==> src/rtl/rtc_pkg.sv <==
package rtc_pkg;

    localparam int REG_COUNT = 8;
    localparam int ADDR_W    = $clog2(REG_COUNT);
    localparam int DATA_W    = 8;
    localparam int TIME_REGS = REG_COUNT - 1;

    typedef enum logic [1:0] {
        ST_RUN    = 2'd0,
        ST_FREEZE = 2'd1,
        ST_LOAD   = 2'd2,
        ST_COMMIT = 2'd3
    } host_state_e;

    // Packed so that seconds sit in the least significant byte (offset 1).
    typedef struct packed {
        logic [7:0] yr;
        logic [7:0] mon;
        logic [7:0] date;
        logic [7:0] day;
        logic [7:0] hr;
        logic [7:0] min;
        logic [7:0] sec;
    } cal_t;

    // Writable bits per offset; the rest read as zero.
    function automatic logic [DATA_W-1:0] reg_mask(input int idx);
        case (idx)
            2:       reg_mask = 8'h7F;
            3:       reg_mask = 8'hBF;
            4:       reg_mask = 8'h47;
            5:       reg_mask = 8'h3F;
            6:       reg_mask = 8'h1F;
            default: reg_mask = 8'hFF;
        endcase
    endfunction

    function automatic logic [DATA_W-1:0] reg_reset(input int idx);
        reg_reset = (idx >= 4 && idx <= 6) ? 8'h01 : 8'h00;
    endfunction

    function automatic logic [7:0] bcd_inc(input logic [7:0] v);
        if (v[3:0] >= 4'd9) bcd_inc = {v[7:4] + 4'd1, 4'h0};
        else                bcd_inc = v + 8'd1;
    endfunction

    // 10 = 2 (mod 4), so value mod 4 = (2*tens + units) mod 4.
    function automatic logic is_leap(input logic [7:0] yr);
        logic [1:0] m;
        m = yr[1:0] + {yr[4], 1'b0};
        is_leap = (m == 2'd0);
    endfunction

    function automatic logic [7:0] month_last(input logic [7:0] mon, input logic [7:0] yr);
        case (mon[4:0])
            5'h02:                      month_last = is_leap(yr) ? 8'h29 : 8'h28;
            5'h04, 5'h06, 5'h09, 5'h11: month_last = 8'h30;
            default:                    month_last = 8'h31;
        endcase
    endfunction

endpackage

==> src/rtl/rtc_host_fsm.sv <==
module rtc_host_fsm
    import rtc_pkg::*;
(
    input  logic        clk,
    input  logic        rst_n,
    input  logic        ctrl_we,
    input  logic        w_write,
    input  logic        w_read,
    input  logic        ctrl_read_q,
    output host_state_e state,
    output logic        upd_en,
    output logic        time_wr_en,
    output logic        commit
);

    host_state_e state_q, state_d;

    always_ff @(posedge clk or negedge rst_n) begin
        if (!rst_n) state_q <= ST_RUN;
        else        state_q <= state_d;
    end

    always_comb begin
        state_d = state_q;
        unique case (state_q)
            ST_RUN: begin
                if (ctrl_we && w_write)     state_d = ST_LOAD;
                else if (ctrl_we && w_read) state_d = ST_FREEZE;
            end
            ST_FREEZE: begin
                if (ctrl_we && w_write)      state_d = ST_LOAD;
                else if (ctrl_we && !w_read) state_d = ST_RUN;
            end
            ST_LOAD: begin
                if (ctrl_we && !w_write) state_d = ST_COMMIT;
            end
            ST_COMMIT: begin
                if (ctrl_we && w_write)                  state_d = ST_LOAD;
                else if (ctrl_we ? w_read : ctrl_read_q) state_d = ST_FREEZE;
                else                                     state_d = ST_RUN;
            end
            default: state_d = ST_RUN;
        endcase
    end

    always_comb begin
        upd_en     = 1'b0;
        time_wr_en = 1'b0;
        commit     = 1'b0;
        unique case (state_q)
            ST_RUN:    upd_en     = 1'b1;
            ST_FREEZE: ;
            ST_LOAD:   time_wr_en = 1'b1;
            ST_COMMIT: commit     = 1'b1;
            default:   ;
        endcase
    end

    assign state = state_q;

    p_load_exit_r9: assert property (@(posedge clk) disable iff (!rst_n)
        (state_q == ST_LOAD) |=> (state_q == ST_LOAD || state_q == ST_COMMIT));

    p_commit_single_r9: assert property (@(posedge clk) disable iff (!rst_n)
        (state_q == ST_COMMIT) |=> (state_q != ST_COMMIT));

    p_both_bits_load_r13: assert property (@(posedge clk) disable iff (!rst_n)
        (state_q == ST_RUN && ctrl_we && w_write && w_read) |=> (state_q == ST_LOAD));

endmodule

==> src/rtl/rtc_counters.sv <==
module rtc_counters
    import rtc_pkg::*;
(
    input  logic clk,
    input  logic rst_n,
    input  logic tick,
    input  logic load,
    input  cal_t ld_val,
    output cal_t cur,
    output cal_t nxt
);

    cal_t cur_q;
    logic [7:0] inc_sec, inc_min, inc_hr, inc_date, inc_mon, inc_yr;
    logic [7:0] last_date;
    logic       stopped;

    assign stopped   = cur_q.sec[7];
    assign inc_sec   = bcd_inc({1'b0, cur_q.sec[6:0]});
    assign inc_min   = bcd_inc({1'b0, cur_q.min[6:0]});
    assign inc_hr    = bcd_inc({2'b0, cur_q.hr[5:0]});
    assign inc_date  = bcd_inc({2'b0, cur_q.date[5:0]});
    assign inc_mon   = bcd_inc({3'b0, cur_q.mon[4:0]});
    assign inc_yr    = (cur_q.yr == 8'h99) ? 8'h00 : bcd_inc(cur_q.yr);
    assign last_date = month_last(cur_q.mon, cur_q.yr);

    // Carry chain: each field only moves when every lower field wraps.
    always_comb begin
        nxt = cur_q;
        if (!stopped) begin
            if (cur_q.sec[6:0] != 7'h59) begin
                nxt.sec[6:0] = inc_sec[6:0];
            end else begin
                nxt.sec[6:0] = 7'h00;
                if (cur_q.min[6:0] != 7'h59) begin
                    nxt.min[6:0] = inc_min[6:0];
                end else begin
                    nxt.min[6:0] = 7'h00;
                    if (cur_q.hr[5:0] != 6'h23) begin
                        nxt.hr[5:0] = inc_hr[5:0];
                    end else begin
                        nxt.hr[5:0]  = 6'h00;
                        nxt.day[2:0] = (cur_q.day[2:0] >= 3'd7) ? 3'd1 : cur_q.day[2:0] + 3'd1;
                        if ({2'b0, cur_q.date[5:0]} != last_date) begin
                            nxt.date[5:0] = inc_date[5:0];
                        end else begin
                            nxt.date[5:0] = 6'h01;
                            if (cur_q.mon[4:0] != 5'h12) begin
                                nxt.mon[4:0] = inc_mon[4:0];
                            end else begin
                                nxt.mon[4:0] = 5'h01;
                                nxt.yr       = inc_yr;
                            end
                        end
                    end
                end
            end
        end
    end

    always_ff @(posedge clk or negedge rst_n) begin
        if (!rst_n) begin
            cur_q <= '{yr: 8'h00, mon: 8'h01, date: 8'h01, day: 8'h01,
                       hr: 8'h00, min: 8'h00, sec: 8'h00};
        end else if (load) begin
            cur_q <= ld_val;
        end else if (tick) begin
            cur_q <= nxt;
        end
    end

    assign cur = cur_q;

    p_sec_wrap_r4: assert property (@(posedge clk) disable iff (!rst_n)
        (tick && !load && !cur_q.sec[7] && cur_q.sec[6:0] == 7'h59)
        |=> (cur_q.sec[6:0] == 7'h00));

    p_stop_hold_r12: assert property (@(posedge clk) disable iff (!rst_n)
        (tick && !load && cur_q.sec[7]) |=> $stable(cur_q));

endmodule

==> src/rtl/rtc_shadow_regs.sv <==
module rtc_shadow_regs
    import rtc_pkg::*;
(
    input  logic              clk,
    input  logic              rst_n,
    input  logic              tick_1hz,
    input  logic [ADDR_W-1:0] host_addr,
    input  logic [DATA_W-1:0] host_wdata,
    input  logic              host_we,
    output logic [DATA_W-1:0] host_rdata
);

    logic [DATA_W-1:0] sreg_q [REG_COUNT];
    host_state_e state;
    logic upd_en, time_wr_en, commit, ctrl_we;
    cal_t cnt_cur, cnt_nxt, shd_cal;

    assign ctrl_we = host_we && (host_addr == '0);

    rtc_host_fsm u_fsm (
        .clk         (clk),
        .rst_n       (rst_n),
        .ctrl_we     (ctrl_we),
        .w_write     (host_wdata[7]),
        .w_read      (host_wdata[6]),
        .ctrl_read_q (sreg_q[0][6]),
        .state       (state),
        .upd_en      (upd_en),
        .time_wr_en  (time_wr_en),
        .commit      (commit)
    );

    assign shd_cal = {sreg_q[7], sreg_q[6], sreg_q[5], sreg_q[4],
                      sreg_q[3], sreg_q[2], sreg_q[1]};

    rtc_counters u_cnt (
        .clk    (clk),
        .rst_n  (rst_n),
        .tick   (tick_1hz),
        .load   (commit),
        .ld_val (shd_cal),
        .cur    (cnt_cur),
        .nxt    (cnt_nxt)
    );

    // Control register: always writable.
    always_ff @(posedge clk or negedge rst_n) begin
        if (!rst_n)       sreg_q[0] <= reg_reset(0);
        else if (ctrl_we) sreg_q[0] <= host_wdata;
    end

    // Time registers: host load in ST_LOAD, refresh from counters in ST_RUN.
    for (genvar gi = 1; gi < REG_COUNT; gi++) begin : g_time
        localparam logic [DATA_W-1:0] MASK = reg_mask(gi);
        logic hit;
        assign hit = host_we && (host_addr == ADDR_W'(gi));
        always_ff @(posedge clk or negedge rst_n) begin
            if (!rst_n) begin
                sreg_q[gi] <= reg_reset(gi);
            end else if (time_wr_en && hit) begin
                sreg_q[gi] <= host_wdata & MASK;
            end else if (upd_en && tick_1hz) begin
                sreg_q[gi] <= cnt_nxt[(gi-1)*DATA_W +: DATA_W] & MASK;
            end
        end
    end

    assign host_rdata = sreg_q[host_addr];

    p_freeze_hold_r7: assert property (@(posedge clk) disable iff (!rst_n)
        (state == ST_FREEZE) |=> $stable(shd_cal));

    p_commit_copy_r9: assert property (@(posedge clk) disable iff (!rst_n)
        (state == ST_COMMIT) |=> (cnt_cur == $past(shd_cal)));

    p_ignore_write_r10: assert property (@(posedge clk) disable iff (!rst_n)
        (state == ST_RUN && !tick_1hz) |=> $stable(shd_cal));

    p_zero_bits_r11: assert property (@(posedge clk) disable iff (!rst_n)
        (shd_cal.min[7] == 1'b0 && shd_cal.hr[6] == 1'b0 && shd_cal.day[7] == 1'b0 &&
         shd_cal.day[5:3] == 3'b0 && shd_cal.date[7:6] == 2'b0 && shd_cal.mon[7:5] == 3'b0));

    p_run_refresh_r3: assert property (@(posedge clk) disable iff (!rst_n)
        (state == ST_RUN && tick_1hz && !host_we) |=> (shd_cal == cnt_cur));

endmodule

==> config.mk <==
export PLATFORM = sky130hd
export DESIGN_NAME = rtc_shadow_regs
export DESIGN_NICKNAME = d
export VERILOG_FILES = /design/src/rtl/rtc_pkg.sv /design/src/rtl/rtc_host_fsm.sv /design/src/rtl/rtc_counters.sv /design/src/rtl/rtc_shadow_regs.sv
export SDC_FILE = /design/constraint.sdc
export NUM_CORES = 1
export LEC_CHECK = 0
export BUFFER_PORTS_ARGS = -buffer_cell sky130_fd_sc_hd__buf_4
export CAP_MARGIN = 30
export CORE_MARGIN = 3
export CORE_UTILIZATION = 50
export CTS_CLUSTER_SIZE = 20
export DETAILED_ROUTE_END_ITERATION = 6
export GPL_TIMING_DRIVEN = 0
export PLACE_DENSITY = 0.69
export SETUP_SLACK_MARGIN = 0.05
export SLEW_MARGIN = 15
export SYNTH_ARGS = -nofsm -noshare
export SYNTH_HDL_FRONTEND = slang
export SYNTH_HIERARCHICAL = 1
export SYNTH_SLANG_ARGS = --single-unit
==> constraint.sdc <==
create_clock -name clk -period 3.76 [get_ports clk]
set_input_delay 0.752 -clock clk [delete_from_list [all_inputs] [get_ports clk]]
set_output_delay 0.752 -clock clk [all_outputs]
set_load 0.005 [all_outputs]
==> key figures, run 1 <==
Clocking
  • Clk buf depth: 2
  • CTS Sinks: 100
  • Worst skew pair latency: 0.36 ns
  • H-tree lvl count: 3
  • Clock-pin slew on the worst setup and hold paths: 0.06 ns
  • Postcts setup bufs: 0
  • Root buffer cell: clkbuf_16
  • Cts repair resizes: 0
  • # hold bufs at CTS: 0
  • CTS Buf Count: 9
  • CTS tree: done

STA
  • RSZ-0062 raised after global routing: false
  • Maximum clock rate: 292 MHz
  • Max-Slew Margin vs Limit: 30.1%
  • Final TNS setup: 0 ns
  • Count of pins over their slew limit: 0
  • Final setup violation count: 0
  • Worst Tran Pin Value: between 1 and 1.5 ns
  • Final worst-path cycle share: between 90% and 100%
  • Min cycle time layout: about 3.4 ns
  • Final Hold Fails: 0
  • Layout Skew: between 0.008 and 0.009 ns

Layout
  • Layout Cells excl Fill: between 900 and 1000
  • Fillers: approximately 1200
  • Layout area overhead: 10.2%
  • Layout cell share with drive strength beyond 1: a little over a fifth
  • Number of diodes: 0
  • Final nets: between 800 and 900

GRT
  • Global-route wire length before repair: 32900 um
  • Pin count of the biggest net entering global routing: 101
  • Initial antenna violation count: 0
  • Total GRT Usage: 26.9%
  • Vias in the first global route: 5872
  • Global route total overflow: 0

Routing
  • DR vias/cell: roughly 6.4
  • Drt first pass iters: 5
  • Vias post-DR: 6053
  • DR iter-0 viols: 603
  • Drt drc: 0
  • Antenna viol nets, final: 0
  • WL/cell: between 20 and 25 um
  • Routed WL: 20900 um

Power and ir drop
  • IR drop worst, VDD: 0.326 mV
  • Power per cell area: 686 nW/um2
  • Lkg Pwr: ~3.2 nW

Logic synthesis
  • Syn avg cell area: 9.63 um2
  • Ys Warns: 6
  • Mapped Nets: a little under 800
  • Syn Inst Count: 727
  • Mapped cell area: 7000 um2

Worst hold path
  • Min-Delay Path Class: in -> async

Critical path
  • Required @ worst endpoint: around 4 ns
  • Max FO, Critical Path: 6
  • Crit path launch type: flop
  • Crit. End Element: flop
  • Kind of critical path: reg -> reg
  • CP arrival: 3.71 ns

Floorplan
  • Rows: 42
  • Starting density of the core: between 50% and 60%
  • Total Die Area: 15500 um2
  • Core Region: 13500 um2
  • Die height: 124 um
  • IO Pins: 23
  • Die W: 124 um

Place
  • Dpl hpwl: 15300 um
  • Placed cell count: between 900 and 1000
  • I/O Buffers: 21
  • Final GP Congestion: 0.939

Job
  • Max-Cap Viols: 0

Outcome
  • Outcome: finished, final reports clean
sequential cells by signal (all words and copies together), names as in the netlist, named ones only:
| signal | cells |
|---|---|
| shd_cal | 45 |
| u_cnt/cur | 45 |
| sreg_q | 8 |
| u_fsm/state | 1 |
critical path: stages, from the launching register on:
cell and delay, ns:
dfstp_2 0.40, inv_1 0.13, ha_1 0.23, nor4bb_1 0.76, nand2_1 0.12, nor3_1 0.50, nand4_1 0.35, or4_1 0.57
nand2_1 0.08, mux2i_1 0.06, a21oi_1 0.14
metal layers:
metal  GRT usage, %  wire [um]  up-vias
met5              0          0        -
met4           9.22        638        0
met3           7.16       1980       50
met2           40.9       9340      280
met1           37.2       8950     2990
li1               -          -     2733
report_power, final:
group / total (mW) / leakage [nW] / internal (mW) / switching [mW]
clock: 0.966 / 0.146 / 0.554 / 0.411
sequential: 2.08 / 1.15 / 1.54 / 0.542
combinational: 2.25 / 1.91 / 1.11 / 1.14
total: 5.29 / 3.20 / 3.20 / 2.09
path summary, 6_finish.rpt:
kind	startpoint	to	slack, ns	cells after the start
worst max-delay path	u_cnt/cur[40]	shd_cal[52]	0.33	10
worst min-delay path	rst_n	u_cnt/cur[9]	0.32	1
worst max register to register	u_cnt/cur[40]	shd_cal[52]	0.33	10
worst min register to register	shd_cal[24]	u_cnt/cur[24]	0.51	2
max in group asynchronous	rst_n	shd_cal[24]	2.76	2
min in group clk	shd_cal[24]	u_cnt/cur[24]	0.51	2
cell type report:
cell class	instances	area, um2	share of cell area (%)
Sequential cell	100	2510	32.5
Clock inverter	3	46.3	0.600
Clock buffer	13	260	3.37
Inverter	27	101	1.31
Buffer	43	210	2.72
Multi-Input combinational cell	557	4180	54.2
Timing Repair Buffer	22	189	2.45
Tap cell	176	220	2.85
placed cells by master (no fill, tap or decap), types with 7 or more instances in the layout:
master     instances
o21ai_0           54
a22o_1             7
nor2_1            34
a31oi_1           12
nand4_1           10
nor2b_1            9
clkbuf_1          26
inv_1             27
a21oi_1           32
or3_1              9
mux2_2            88
buf_4             27
dfrtp_1           94
o31ai_1            8
nor3_1            13
mux2i_1           36
nand3_1           18
ha_1              29
clkbuf_16          9
nand2_1           76
through the flow:
stage | utilization (%) | area [um2] | hold WS [ns] | setup WS (ns) | power (mW)
after floorplan | - | 7000 | 0.456 | 0.981 | 3.58
after global placement | 54.9 | 7380 | 0.490 | 0.412 | 4.17
after detailed placement | 54.9 | 7380 | 0.497 | 0.414 | 4.28
after CTS | 57.2 | 7690 | 0.503 | 0.382 | 5.26
after global routing | 57.4 | 7720 | 0.337 | 0.181 | 5.65
final | 57.4 | 7720 | 0.317 | 0.332 | 5.29
(Power assumes the default switching activity.)
==> run 2: changes to the inputs <==
- CELL_PAD_IN_SITES_DETAIL_PLACEMENT: unset -> 2
- CELL_PAD_IN_SITES_GLOBAL_PLACEMENT: unset -> 2
- CORE_UTILIZATION: 50 -> 42
- CTS_CLUSTER_SIZE: 20 -> unset
- PLACE_DENSITY: 0.69 -> 0.84
==> run 2 against run 1 <==
Effect of this change: routed wire length is 33% higher; count of clock-buffer cells in the layout fell by 2; non-clock buffer count is the same; largest power group unchanged.
==> key figures, run 2 (same netlist as run 1, synthesis figures left out) <==
Outcome
  • Outcome: finished, final reports clean (unchanged)

STA
  • Count of pins over their slew limit: 0 (unchanged)
  • Max-Slew Margin vs Limit: 32.9% (was 30.1%)
  • Worst Tran Pin Value: 1.01 ns (was 1.04 ns)
  • Final setup violation count: 0 (unchanged)
  • Min cycle time layout: 3.47 ns (was 3.43 ns)
  • RSZ-0062 raised after global routing: false (unchanged)
  • Final worst-path cycle share: 92.4% (was 91.2%)
  • Setup WS post-layout: 0.288 ns (was 0.332 ns)
  • Final TNS setup: 0 ns (unchanged)
  • Layout Skew: 0.00776 ns (was 0.00823 ns)
  • Maximum clock rate: 288 MHz (was 292 MHz)
  • Final Hold Fails: 0 (unchanged)

Floorplan
  • Core Region: 16100 um2 (was 13500 um2)
  • IO Pins: 23 (unchanged)
  • Die height: 135 um (was 124 um)
  • Starting density of the core: 43.5% (was 52.1%)
  • Die W: 135 um (was 124 um)
  • Total Die Area: 18300 um2 (was 15500 um2)
  • Rows: 46 (was 42)

Routing
  • DR iter-0 viols: 479 (was 603)
  • Drt first pass iters: 5 (unchanged)
  • Antenna viol nets, final: 0 (unchanged)
  • Vias post-DR: 6308 (was 6053)
  • DR vias/cell: 6.43 (about the same)
  • Routed WL: 27700 um (was 20900 um)
  • WL/cell: 28.3 um (was 22.2 um)
  • Drt drc: 0 (unchanged)

Job
  • Max-Cap Viols: 0 (unchanged)

Layout
  • Design area: 7760 um2 (was 7720 um2)
  • Layout cell share with drive strength beyond 1: 22.4% (was 21.8%)
  • Number of diodes: 0 (unchanged)
  • Fillers: 1732 (was 1222)
  • Commonest cells after routing, fill and taps aside: dfrtp_1 (94), mux2_2 (88), nand2_1 (76) (unchanged)
  • Final nets: 804 (unchanged)
  • Layout area overhead: 10.8% (was 10.2%)
  • Core Util, Final: 48.2% (was 57.4%)
  • Commonest non-fill, non-tap cell in the layout: dfrtp_1 (unchanged)
  • Layout Cells excl Fill: 981 (was 941)

Worst hold path
  • Min-Delay Path Class: in -> async (unchanged)

Place
  • Dpl hpwl: 19500 um (was 15300 um)
  • Placed cell areas: 7430 um2 (was 7380 um2)
  • Final GP Congestion: 0.858 (was 0.939)
  • I/O Buffers: 21 (unchanged)
  • Pre-CTS setup slack: 0.272 ns (was 0.414 ns)
  • Placed cell count: 964 (was 924)

Power and ir drop
  • Power per cell area: 710 nW/um2 (was 686 nW/um2)
  • IR drop worst, VDD: 0.277 mV (was 0.326 mV)
  • Lkg Pwr: 3.19 nW (was 3.20 nW)

Critical path
  • CP max-delay cell: nor3_1 (was nor4bb_1)
  • Crit-path cells: inv_1 -> ha_1 -> nor4bb_2 -> nand2_1 -> nor3_1 -> nand4_1 -> or4_1 -> nand2_1 -> mux2i_1 -> a21oi_1 (was inv_1 -> ha_1 -> nor4bb_1 -> nand2_1 -> nor3_1 -> nand4_1 -> or4_1 -> nand2_1 -> mux2i_1 -> a21oi_1)
  • Crit path top cell by count: nand2_1 (unchanged)
  • Critical Path Max Stage Delay: 0.61 ns (was 0.76 ns)
  • Kind of critical path: reg -> reg (unchanged)
  • CP arrival: 3.76 ns (was 3.71 ns)
  • Crit path launch type: flop (unchanged)
  • Max FO, Critical Path: 6 (unchanged)
  • Bufs and invs on worst path: 1 (unchanged)
  • Crit. End Element: flop (unchanged)
  • Delay-heaviest family, CP: simple AND/OR/NAND/NOR gates (unchanged)
  • Required @ worst endpoint: 4.05 ns (was 4.04 ns)

GRT
  • Total GRT Usage: 31.2% (was 26.9%)
  • Global route total overflow: 0 (unchanged)
  • Global-route wire length before repair: 42800 um (was 32900 um)
  • Vias in the first global route: 7079 (was 5872)
  • Pin count of the biggest net entering global routing: 101 (unchanged)
  • Initial antenna violation count: 0 (unchanged)

Clocking
  • # hold bufs at CTS: 0 (unchanged)
  • CTS Sinks: 100 (unchanged)
  • CTS tree: done (unchanged)
  • Root buffer cell: clkbuf_16 (unchanged)
  • Worst skew pair latency: 0.36 ns (about the same)
  • H-tree lvl count: 3 (unchanged)
  • Clock-pin slew on the worst setup and hold paths: 0.07 ns (was 0.06 ns)
  • CTS Buf Count: 9 (unchanged)
  • Clk buf depth: 2 (unchanged)
## run 2: cell count changes in the layout (fill, tap and decap cells not counted)
cell / previous run / this run
nor4_1: 4 / 3
o32ai_1: 1 / 0
bufinv_16: 1 / 0
nor4bb_1: 3 / 2
inv_6: 0 / 1
o32ai_2: 0 / 1
clkinvlp_4: 1 / 2
nor4bb_2: 0 / 1
clkinv_2: 0 / 1
clkbuf_1: 26 / 25
clkbuf_8: 2 / 1
nor4_2: 0 / 1
## run 2: repair_timing
| action | 4_1_cts | 5_1_grt |
|---|---|---|
| gates resized for setup | 0 | 2 |
| endpoints found under the setup margin | 0 | 2 |
| setup buffers | 0 | 0 |
## run 2: layer usage
layer	routed length, um	track usage [%]	share of wire [%]	vias to the layer above
met5	0	0	0	-
met4	934	10.9	3.4	0
met3	1910	7.00	6.9	57
met2	13500	52.4	49	243
met1	11400	39.6	41	3271
li1	-	-	-	2737
## run 2: power by group
part	switching, mW	leakage (nW)	total, mW	internal [mW]
Combinational	1.33	1.91	2.45	1.12
Sequential	0.601	1.15	2.14	1.54
Clock	0.454	0.132	0.925	0.471
## run 2: layout make-up
class	instances	area, um2	share of cell area (%)
plain buffers	43	210	2.71
clock buffers	11	243	3.13
clock inverters	5	37.5	0.484
inverters	27	101	1.31
multi-input cells	557	4200	54.1
flip-flops and latches	100	2510	32.3
well taps	216	270	3.48
repair buffers	22	189	2.43
## run 2: final timing paths
kind                            slack, ns  cells past startpoint          start            end
worst max-delay path                 0.29                     10  u_cnt/cur[40]    shd_cal[52]
worst min-delay path                 0.26                      1          rst_n  u_cnt/cur[18]
worst max register to register       0.29                     10  u_cnt/cur[40]    shd_cal[52]
worst min register to register       0.51                      1     shd_cal[4]   u_cnt/cur[4]
max in group asynchronous            2.80                      2          rst_n  u_cnt/cur[32]
min in group clk                     0.51                      1     shd_cal[4]   u_cnt/cur[4]
## run 2: stage by stage
step,total power [mW],hold slack [ns]
after floorplan,3.58,0.456
after global placement,4.22,0.485
after detailed placement,4.48,0.500
after CTS,5.47,0.517
after global routing,5.88,0.264
final,5.51,0.255
==> run 3: changes to the inputs <==
- HOLD_SLACK_MARGIN: unset -> 0.15
- MAX_ROUTING_LAYER: unset -> met4
==> run 3 against run 2 <==
Effect of this change: flip-flop and latch count unchanged; global-route usage grew 1.2 points; combinational power barely moved; critical endpoint unchanged; via count is 0.86% higher; design area is 0.19% higher; cell count rose by 0.10%; die area is the same; largest power group unchanged; total power up 1.9%; critical path type unchanged; register-to-register slack about the same; setup slack better by 0.0034 ns; routed wire length is 0.53% higher.
==> key figures, run 3 (same netlist as run 1, synthesis figures left out) <==
Routing
  • Drt drc: 0 (unchanged)
  • DR vias/cell: 6.48 (was 6.43)
  • Vias post-DR: 6362 (was 6308)
  • Routed WL: 27900 um (was 27700 um)
  • Antenna viol nets, final: 0 (unchanged)
  • DR iter-0 viols: 509 (was 479)
  • Drt first pass iters: 5 (unchanged)
  • WL/cell: 28.4 um (was 28.3 um)

STA
  • RSZ-0062 raised after global routing: false (unchanged)
  • Final setup violation count: 0 (unchanged)
  • Maximum clock rate: 288 MHz (about the same)
  • Layout Skew: 0.00942 ns (was 0.00776 ns)
  • Final Hold Fails: 0 (unchanged)
  • Final TNS setup: 0 ns (unchanged)
  • Worst Tran Pin Value: 1.03 ns (was 1.01 ns)
  • Final worst-path cycle share: 92.3% (was 92.4%)
  • Count of pins over their slew limit: 0 (unchanged)
  • Max-Slew Margin vs Limit: 31.6% (was 32.9%)
  • Min cycle time layout: 3.47 ns (about the same)

Critical path
  • Kind of critical path: reg -> reg (unchanged)
  • CP arrival: 3.75 ns (was 3.76 ns)
  • R2r worst-path depth: 10 (unchanged)
  • Max FO, Critical Path: 6 (unchanged)
  • Crit path launch type: flop (unchanged)
  • Crit. End Element: flop (unchanged)
  • Required @ worst endpoint: 4.04 ns (was 4.05 ns)

Clocking
  • CTS tree: done (unchanged)
  • Root buffer cell: clkbuf_16 (unchanged)
  • CTS Sinks: 100 (unchanged)
  • Clock-pin slew on the worst setup and hold paths: 0.07 ns (about the same)
  • # hold bufs at CTS: 0 (unchanged)
  • H-tree lvl count: 3 (unchanged)
  • CTS Buf Count: 9 (unchanged)
  • Clk buf depth: 2 (unchanged)
  • Worst skew pair latency: 0.36 ns (about the same)

Floorplan
  • Die height: 135 um (unchanged)
  • Starting density of the core: 43.5% (unchanged)
  • Die W: 135 um (unchanged)
  • Rows: 46 (unchanged)
  • Total Die Area: 18300 um2 (unchanged)
  • IO Pins: 23 (unchanged)
  • Core Region: 16100 um2 (unchanged)

Place
  • I/O Buffers: 21 (unchanged)
  • Final GP Congestion: 0.874 (was 0.858)
  • Dpl hpwl: 19500 um (about the same)
  • Placed cell areas: 7430 um2 (unchanged)

GRT
  • Total GRT Usage: 32.4% (was 31.2%)
  • Pin count of the biggest net entering global routing: 101 (unchanged)
  • Initial antenna violation count: 0 (unchanged)
  • Global route total overflow: 0 (unchanged)
  • Global-route wire length before repair: 43100 um (was 42800 um)
  • Vias in the first global route: 6996 (was 7079)

Worst hold path
  • Min-Delay Path Class: in -> async (unchanged)

Layout
  • Fillers: 1717 (was 1732)
  • Commonest non-fill, non-tap cell in the layout: dfrtp_1 (unchanged)
  • Layout cell share with drive strength beyond 1: 22.1% (was 22.4%)
  • Commonest cells after routing, fill and taps aside: dfrtp_1 (94), mux2_2 (88), nand2_1 (76) (unchanged)
  • Number of diodes: 0 (unchanged)
  • Design area: 7780 um2 (was 7760 um2)
  • Final nets: 805 (was 804)
  • Layout area overhead: 11.1% (was 10.8%)

Power and ir drop
  • IR drop worst, VDD: 0.290 mV (was 0.277 mV)
  • Lkg Pwr: 3.21 nW (was 3.19 nW)
  • Power per cell area: 722 nW/um2 (was 710 nW/um2)

Outcome
  • Outcome: finished, final reports clean (unchanged)

Job
  • Max-Cap Viols: 0 (unchanged)
## run 3: cell count changes in the layout (fill, tap and decap cells not counted), sizes merged
cell | previous run | this run
clkbuf | 35 | 37
bufinv | 0 | 1
clkinvlp | 2 | 0
buf | 41 | 42
clkinv | 2 | 1
## run 3: layout make-up
cell class / instances / area [um2] / share of cell area [%]
plain buffers: 43 / 210 / 2.70
clock buffers: 13 / 260 / 3.35
clock inverters: 3 / 43.8 / 0.563
inverters: 27 / 101 / 1.30
multi-input cells: 557 / 4190 / 53.8
flip-flops and latches: 100 / 2510 / 32.3
well taps: 216 / 270 / 3.47
repair buffers: 23 / 194 / 2.49
## run 3: worst paths after layout
kind | to | startpoint | slack (ns)
worst max register to register | shd_cal[52] | u_cnt/cur[40] | 0.29
min in group clk | u_cnt/cur[30] | u_cnt/cur[30] | 0.53
worst min-delay path | u_cnt/cur[18] | rst_n | 0.32
worst min register to register | u_cnt/cur[30] | u_cnt/cur[30] | 0.53
worst max-delay path | shd_cal[52] | u_cnt/cur[40] | 0.29
max in group asynchronous | shd_cal[32] | rst_n | 2.74
## run 3: worst max-delay path, stage by stage (launching register included)
cell and delay, ns:
dfstp_2 0.41, inv_1 0.13, ha_1 0.23, nor4bb_2 0.59, nand2_1 0.12, nor3_1 0.59, nand4_1 0.39, or4_1 0.60
nand2_1 0.09, mux2i_1 0.07, a21oi_1 0.16
## run 3: repair_timing
item                                    in CTS  in global routing
endpoints found under the setup margin       0                  1
setup buffers                                0                  0
gates resized for setup                      0                  1
## run 3: power breakdown
| part | total [mW] | leakage, nW | switching, mW | internal [mW] |
|---|---|---|---|---|
| Combinational | 2.46 | 1.91 | 1.34 | 1.12 |
| Sequential | 2.14 | 1.15 | 0.607 | 1.54 |
| Clock | 1.01 | 0.150 | 0.451 | 0.556 |
| Total | 5.61 | 3.21 | 2.40 | 3.21 |
## run 3: metrics by stage
stage               total power [mW]  setup WS (ns)  instances  hold slack, ns  utilization [%]
global placement                4.22          0.319        964           0.486             46.1
detailed placement              4.48          0.199        964           0.501             46.1
global route                    5.97          0.149        982           0.345             48.3
CTS                             5.59          0.160        980           0.529             48.0
finish                          5.61          0.291        982           0.323             48.3
floorplan                       3.58          0.981        727           0.456                -
## run 3: per-layer routing
metal / wire, um / GRT usage, %
met1: 11600 / 41.4
met2: 13400 / 51.5
met3: 1860 / 6.48
met4: 994 / 11.1
met5: 0 / -
